<file path="config.mk">
export PLATFORM = sky130hd
export DESIGN_NAME = dm_busreq_arbiter
export DESIGN_NICKNAME = d
export VERILOG_FILES = /design/src/rtl/dmba_pkg.sv /design/src/rtl/dmba_sync.sv /design/src/rtl/dmba_blank_edge.sv /design/src/rtl/dmba_req_track.sv /design/src/rtl/dm_busreq_arbiter.sv
export SDC_FILE = /design/constraint.sdc
export NUM_CORES = 1
export LEC_CHECK = 0
export CAP_MARGIN = 20
export CORE_AREA = 2 2 39 41
export DETAILED_ROUTE_END_ITERATION = 12
export DIE_AREA = 0 0 41 43
export GPL_TIMING_DRIVEN = 0
export PLACE_DENSITY = 0.34
export SETUP_SLACK_MARGIN = 0.2
export SLEW_MARGIN = 20
export SYNTH_ARGS = -nofsm -noshare
export SYNTH_HDL_FRONTEND = slang
export SYNTH_HIERARCHICAL = 1
export SYNTH_SLANG_ARGS = --single-unit
</file>
<file path="constraint.sdc">
create_clock -name clk -period 1 [get_ports clk]
set_input_delay 0.2 -clock clk [delete_from_list [all_inputs] [get_ports clk]]
set_output_delay 0.2 -clock clk [all_outputs]
set_load 0.01 [all_outputs]
</file>
<file path="src/rtl/dmba_pkg.sv">
// Package: shared types and defaults for the display memory bus-request arbiter.
// Assumes: nothing; it holds declarations only.
package dmba_pkg;

    // Number of flops in the blanking synchroniser chain
    localparam int unsigned SYNC_STAGES_DEF = 2;

    // Number of independent blanking sources merged into one blank level
    localparam int unsigned BLANK_SRC_DEF = 2;

    // Request tracker state
    typedef enum logic {
        REQ_IDLE  = 1'b0,
        REQ_STALL = 1'b1
    } req_state_t;

endpackage

</file>
<file path="src/rtl/dmba_sync.sv">
// Module: multi-bit, multi-stage flop synchroniser for level signals.
// Assumes: each bit is an independent slow-changing level; no bus coherence
// is needed across bits. Reset drives every stage to 0.
module dmba_sync #(
    parameter int unsigned WIDTH  = 2,
    parameter int unsigned STAGES = 2
) (
    input  logic             clk,
    input  logic             rst_n,
    input  logic [WIDTH-1:0] d_in,
    output logic [WIDTH-1:0] q_out
);

    logic [STAGES-1:0][WIDTH-1:0] chain_q;

    // First stage: capture the raw input
    always_ff @(posedge clk) begin
        if (!rst_n) chain_q[0] <= '0;
        else        chain_q[0] <= d_in;
    end

    // Remaining stages: shift the captured value down the chain
    genvar gi;
    generate
        for (gi = 1; gi < STAGES; gi++) begin : g_stage
            always_ff @(posedge clk) begin
                if (!rst_n) chain_q[gi] <= '0;
                else        chain_q[gi] <= chain_q[gi-1];
            end
        end
    endgenerate

    assign q_out = chain_q[STAGES-1];

endmodule

</file>
<file path="src/rtl/dmba_blank_edge.sv">
// Module: merges synchronised blanking sources into one level and flags the
// cycle in which that level goes from low to high.
// Assumes: inputs are already synchronous to clk.
module dmba_blank_edge #(
    parameter int unsigned SRC = 2
) (
    input  logic           clk,
    input  logic           rst_n,
    input  logic [SRC-1:0] blank_src,
    output logic           blank_lvl,
    output logic           blank_rise
);

    logic blank_prev_q;

    // Combined blank: any source active means blanking
    assign blank_lvl = |blank_src;

    // Remember last cycle's combined blank for edge detection
    always_ff @(posedge clk) begin
        if (!rst_n) blank_prev_q <= 1'b0;
        else        blank_prev_q <= blank_lvl;
    end

    assign blank_rise = blank_lvl & ~blank_prev_q;

endmodule

</file>
<file path="src/rtl/dmba_req_track.sv">
// Module: tracks a pending bus request. A display access outside blanking
// starts a stall; the start of blanking ends it. Release takes priority.
// Assumes: acc_hit is already qualified by a valid access strobe.
module dmba_req_track
    import dmba_pkg::*;
(
    input  logic clk,
    input  logic rst_n,
    input  logic acc_hit,
    input  logic blank_lvl,
    input  logic blank_rise,
    output logic busreq
);

    req_state_t state_q, state_d;

    // Next-state decision: release on blank rise, stall on visible-time hit
    always_comb begin
        state_d = state_q;
        if (blank_rise) begin
            state_d = REQ_IDLE;
        end else if (state_q == REQ_IDLE && acc_hit && !blank_lvl) begin
            state_d = REQ_STALL;
        end
    end

    // State register
    always_ff @(posedge clk) begin
        if (!rst_n) state_q <= REQ_IDLE;
        else        state_q <= state_d;
    end

    assign busreq = (state_q == REQ_STALL);

endmodule

</file>
<file path="src/rtl/dm_busreq_arbiter.sv">
// Module: top of the display memory bus-request arbiter. Synchronises the
// two blanking inputs, forms the combined blank and its rising edge, and
// holds a processor stall from a visible-time display access until blanking.
// Assumes: acc_valid/acc_display are synchronous to clk; blanking inputs may
// be asynchronous.
module dm_busreq_arbiter #(
    parameter int unsigned SYNC_STAGES = dmba_pkg::SYNC_STAGES_DEF
) (
    input  logic clk,
    input  logic rst_n,
    input  logic acc_valid,
    input  logic acc_display,
    input  logic hblank_in,
    input  logic vblank_in,
    output logic busreq_o,
    output logic blank_o
);

    localparam int unsigned NSRC = dmba_pkg::BLANK_SRC_DEF;

    logic [NSRC-1:0] blank_raw;
    logic [NSRC-1:0] blank_sync;
    logic            blank_lvl;
    logic            blank_rise;
    logic            acc_hit;

    // Gather blanking sources in a fixed order: bit 0 horizontal, bit 1 vertical
    assign blank_raw = {vblank_in, hblank_in};

    // Qualified display access
    assign acc_hit = acc_valid & acc_display;

    dmba_sync #(
        .WIDTH  (NSRC),
        .STAGES (SYNC_STAGES)
    ) u_sync (
        .clk   (clk),
        .rst_n (rst_n),
        .d_in  (blank_raw),
        .q_out (blank_sync)
    );

    dmba_blank_edge #(
        .SRC (NSRC)
    ) u_edge (
        .clk        (clk),
        .rst_n      (rst_n),
        .blank_src  (blank_sync),
        .blank_lvl  (blank_lvl),
        .blank_rise (blank_rise)
    );

    dmba_req_track u_track (
        .clk        (clk),
        .rst_n      (rst_n),
        .acc_hit    (acc_hit),
        .blank_lvl  (blank_lvl),
        .blank_rise (blank_rise),
        .busreq     (busreq_o)
    );

    assign blank_o = blank_lvl;

endmodule

</file>
=== Word level (Yosys, flattened, before mapping) ===
Index checks and enable logic that the tools add are counted.
W data, S select, Z words.

* Bitwise logic cells: 5
* Reduce and logical (&&, ||, !) cells: 5

{| class="wikitable"
|+ Operator list
! operator !! number
|-
| $reduce_or A2 Y1 || 2
|-
| $not A1 Y1 || 3
|-
| $and A1 B1 Y1 || 2
|-
| $logic_and A1 B1 Y1 || 2
|-
| $logic_not A1 Y1 || 1
|}

* Output and inout bits: 2
* Register bits after elaboration: 6
* Bits of input ports: 6
* Word-level logic and storage cells: 14

=== Longest topological paths before layout ===
Gate-level depths: netlist of run 1.

* Word-level depth: 3
* Gate-level depth with buffers: 4
* Depth with buffers taken out: 3

=== Cells and area by module ===
Netlist of run 1, hierarchy kept.

{| class="wikitable"
|+ Modules (own cells, without submodules)
! module !! seq. area each (µm²) !! area each (µm²) !! cells each !! times used
|-
| dmba_sync || 80.1 || 120.1 || 10 || 1
|-
| dmba_blank_edge || 20.0 || 43.8 || 4 || 1
|-
| dmba_req_track || 20.0 || 40.0 || 4 || 1
|-
| dm_busreq_arbiter || 0.0 || 6.3 || 1 || 1
|}

=== Least setup slack after synthesis of run 1 ===
OpenSTA, ideal clock, no wires.

* Path type: reg2reg
* Start point: reg u_sync.chain_q, in the netlist u_sync/q_out[1]
* End point: reg u_track.state_q, in the netlist u_track/busreq
* Path buffers: 1
* Path slack: 39 ps
* Library setup time: 58 ps
* Cell stages (with the launch flop): 5
* Clock period less this slack: 961 ps
* Arrival time: 903 ps
* Required time: 942 ps
* Cells stage by stage: dfxtp_1 -> buf_4 -> or2_1 -> nor2b_1 -> o211a_1

* Longest elaborated chain between the ends: 3
* Elaborated cells between the ends (all ways): 5
* Those cells by class: bitwise (1); reduce/logical (4)

{| class="wikitable"
|+ Ends and longest elaborated chain
! item !! line !! source
|-
| start, declared || dmba_sync.sv:14 || <nowiki>logic [STAGES-1:0][WIDTH-1:0] chain_q;</nowiki>
|-
| start signal, assigned by index || dmba_sync.sv:28 || <nowiki>else chain_q[gi] <= chain_q[gi-1];</nowiki>
|-
| $reduce_or A2 Y1 (*) || dmba_blank_edge.sv:17 || <nowiki>assign blank_lvl = |blank_src;</nowiki>
|-
| net blank_o || dm_busreq_arbiter.sv:16 || <nowiki>output logic blank_o</nowiki>
|-
| $and A1 B1 Y1 / $logic_not A1 Y1 (equally long branches) || dmba_blank_edge.sv:25, dmba_req_track.sv:22 ||
|-
| $reduce_or A2 Y1 (no line) / $logic_and A1 B1 Y1 (equally long branches) || - ||
|-
| end signal, assigned || dmba_req_track.sv:30 || <nowiki>else state_q <= state_d;</nowiki>
|-
| end, declared || dmba_req_track.sv:15 || <nowiki>req_state_t state_q, state_d;</nowiki>
|}

Mark *: on every way through the listed nets, which the timed path passes. The rest lies on a longest branch.
A chain may end at the register's enable or synchronous reset.

=== Worst setup path in the final report of run 1 ===
* Start point: reg u_sync.chain_q, in the netlist u_sync/q_out[1]
* End point: out blank_o

* Longest elaborated chain between the ends: 1

{| class="wikitable"
|+ Ends and longest elaborated chain
! item !! line
|-
| $reduce_or A2 Y1 || dmba_blank_edge.sv:17
|-
| end, declared || dm_busreq_arbiter.sv:16
|}

Every way passes these cells.

==> reports/results.md, run 1 <==
| Stage | Parameter | Value |
|:---|:---|:---|
| worst setup path | Worst Setup End Kind | output port |
| worst setup path | Cell type of the slowest stage on the worst timing path | sky130_fd_sc_hd__dfxtp_1 |
| timing | Final Hold Viols | 0 |
| layout | Storage cell area | 121 µm² |
| job | Number of max-capacitance violations reported | 0 |
| place | # port buffers | 7 |
| cts | Post-CTS setup-driven buffer insertion count | 0 |
| detailed routing | DRC errors left | 0 |
| die | Io pins | 8 |
| grt | All-Layer GR Usage | 5.05% |
| grt | Global route overflow | 0 |
| cts | Buffer depth of the longest clock path | 2 |
| worst setup path | Required time reported for the critical path endpoint | 800 ps |
| layout | Share of cells above drive strength 1 | 34.5% |
| detailed routing | Drt initial violations | 8 |
| worst setup path | Largest driver fanout on the critical path | 3 |
| yosys | Largest area contributor in the synthesized netlist | sky130_fd_sc_hd__dfxtp_1 |
| layout | Non-Filler Instances | 45 |
| worst setup path | Slowest cell delay on critical path | 300 ps |
| worst setup path | Crit. Startpoint | u_sync/q_out[1]$_SDFF_PN0_ |
| timing | Worst-Margin Slew | 198 ps |
| worst hold path | Hold Crit Class | input port to flop |
| yosys | Synthesized net count | 25 |
| pwr | Leakage component of the power | 0.157 nW |
| die | DIE AREA | 0.00176 mm² |
| timing | Worst-case setup margin in the final layout | -197 ps |
| timing | Fmax | 0.835 GHz |
| die | Initial Utilization | 15.2% |
| worst setup path | Worst Setup Path Type | flop to output port |
| die | Die boundary height | 43 µm |
| worst hold path | Hold depth | 2 |
| cts | Root buffer cell | sky130_fd_sc_hd__clkbuf_4 |
| grt | Antenna violations before repair | 0 |
| cts | Clock insertion delay at the later pin of the skew report | 230 ps |
| timing | Clk_skew | 1.69 ps |
| detailed routing | Routed vias | 149 |
| outcome | Status | finished with violations |
| layout | FILL cells | 152 |
| layout | Final-stage net count | 37 |
| yosys | Share of synthesized area occupied by flip-flops and latches | 57.1% |
| pwr | Power Dens Cells | 1550 mW/mm² |
| die | Row cnt | 14 |
| worst setup path | Library cell appearing most often on the critical path | sky130_fd_sc_hd__buf_6 |
| grt | First-pass GRT wire length | 524 µm |
| worst setup path | Data arrival time of the critical path | 1000 ps |
| die | Horizontal extent of the die | 41 µm |
| yosys | Number of library cell types mapped by synthesis | 9 |
| detailed routing | Remaining number of nets flagged by the antenna check after routing | 0 |
| timing | RSZ-0062 raised after global routing | yes |
| timing | Final setup violation count | 1 |
| yosys | Ranking of synthesized cells by area | sky130_fd_sc_hd__dfxtp_1 57%, sky130_fd_sc_hd__and2_1 15%, sky130_fd_sc_hd__buf_4 7.1% |
| yosys | Flops & latches, synth | 6 |
| cts | Clock transition time at the flip-flop clock pins of the worst setup and hold paths | 40 ps |
| cts | Htree depth | 1 |
| place | Placed insts | 42 |
| cts | Num Clock Sinks | 6 |
| yosys | Synthesized area divided by synthesized cell count | 11.1 µm² |
| grt | Largest net degree at the start of global routing | 7 |
| worst setup path | Logic depth of the worst register-to-register path | 4 |
| die | Core Box Area | 0.00138 mm² |
| detailed routing | Average wire per standard cell | 6.96 µm |
| layout | Number of diodes added for antenna fixing | 0 |
| place | Routability congestion estimate from global placement | 0.529 |
| timing | Time the final worst path needs with I/O delays and setup | 1200 ps |
| yosys | Synthesis Warnings | 6 |
| pwr | Maximum vdd ir drop | 0.586 mV |
| detailed routing | Drt pass-1 iters | 2 |
| worst hold path | Hold path startpoint | rst_n |
| yosys | Top-area cell type share of the netlist area | 57.1% |
| cts | Number of buffers inserted during clock tree synthesis | 3 |
| worst setup path | Startpoint type of the worst setup path | flop |
| yosys | Cells after Synth | 19 |
| grt | Number of global-route vias before repair | 154 |
| layout | P&R area growth vs syn | 61.3% |
| timing | Number of max-slew violations in the final report | 0 |
| cts | Clock tree from TritonCTS | built |
| timing | Worst max-slew margin expressed relative to the limit | 86.8% |
| worst setup path | R2R Path Start | u_sync/q_out[1]$_SDFF_PN0_ |
| timing | Part of the cycle the worst path needs | 120% |
| detailed routing | Routed via count divided by cell count | 3.31 |
| timing | Setup total negative slack | -197 ps |
| yosys | Netlist area before placement | 210 µm² |
| worst setup path | Crit path cell chain | buf_6 > or2_4 > buf_6 |
| outcome | Failing checks | setup timing |
| layout | Multi-input gate area in the final layout | 73.8 µm² |
| detailed routing | Total Routed Length | 313 µm |
[metrics by stage]
stage                     worst slack (ps)  total power, mW  instance area [µm²]  hold WS (ps)  util (%)
final                                 -197            0.527                  339           309      24.5
after global routing                  -239            0.568                  339           339      24.5
after CTS                             -209            0.542                  337           427      24.3
after detailed placement              -325            0.321                  303           418      21.9
after global placement                -323            0.320                  303           415      21.9
after floorplan                       60.0            0.287                  213           317         -
[synth_stat cells]
library cell	instances
sky130_fd_sc_hd__and2_1	5
sky130_fd_sc_hd__buf_4	2
sky130_fd_sc_hd__dfxtp_1	6
sky130_fd_sc_hd__inv_1	1
sky130_fd_sc_hd__nor2b_1	1
sky130_fd_sc_hd__o211a_1	1
sky130_fd_sc_hd__o21a_1	1
sky130_fd_sc_hd__o21ba_2	1
sky130_fd_sc_hd__or2_1	1
[flip-flops by register name, summed over array words and instances, names as in the netlist]
signal and cells:
u_edge/blank_prev_q 1, u_sync/chain_q 2, u_sync/q_out 2, u_track/busreq 1
[layout by cell type, fill, tap and decap left out]
cell / instances
sky130_fd_sc_hd__dfxtp_1: 5
sky130_fd_sc_hd__clkbuf_4: 3
sky130_fd_sc_hd__inv_1: 1
sky130_fd_sc_hd__or2_4: 1
sky130_fd_sc_hd__o21a_1: 1
sky130_fd_sc_hd__clkdlybuf4s50_1: 4
sky130_fd_sc_hd__o21ba_2: 1
sky130_fd_sc_hd__buf_6: 4
sky130_fd_sc_hd__nor2b_1: 1
sky130_fd_sc_hd__o211a_1: 1
sky130_fd_sc_hd__and2_1: 5
sky130_fd_sc_hd__dfxtp_2: 1
sky130_fd_sc_hd__dlymetal6s2s_1: 1
[worst paths after layout]
check                              endpoint  slack, ps
max reg2reg     u_track/busreq$_SDFFE_PP0P_         40
min reg2reg      u_sync/q_out[1]$_SDFF_PN0_        430
max                                 blank_o       -200
min          u_edge/blank_prev_q$_SDFF_PN0_        310
[routing by layer]
metal / vias up / wire (µm) / GRT usage (%)
met5: - / 0 / 0
met4: 0 / 0 / 6.00
met3: 0 / 26 / 3.14
met2: 5 / 176 / 6.25
met1: 65 / 110 / 4.90
li1: 79 / - / -
[repair_timing]
item                       4_1_cts  5_1_grt
setup endpoints to repair        3        4
gates resized for setup         13        1
hold buffers                     0        0
pin swaps                        1        0
[worst max-delay path: cells and delay by family, from the launching register on]
kind	cells	cell delay, ps
flops	1	300
simple gates	1	240
buf+inv	2	230
[cells by family (layout without fill, tap and decap cells)]
| family | Yosys count | in the layout | share of synthesized area (%) |
|---|---|---|---|
| DFF | 6 | 6 | 57.1 |
| buffers and inverters | 3 | 13 | 8.92 |
| AOI/OAI and AO/OA | 3 | 3 | 13.1 |
| and+or+nand+nor | 7 | 7 | 20.8 |
[power by group]
part           internal, mW  switching, mW  leakage (nW)  total [mW]
clock network         0.135         0.0720        0.0138       0.207
registers             0.253        0.00399        0.0499       0.257
logic                0.0462         0.0173        0.0935      0.0635
[area by class of cell]
type	count	share of cell area, %
buffer	2	6.64
inverter	1	1.11
timing repair buffer	7	22.1
tap	16	5.90
clock buffer	3	6.64
multi-input combinational	10	21.8
sequential	6	35.8
Note: power is estimated with default switching activity, not from simulation.
==> run 2, diff against run 1 <==
Settings changed: SLEW_MARGIN 20 to unset.
==> results of run 2 <==
Same layout as run 1: the final DEF is identical, and so are final timing and power.
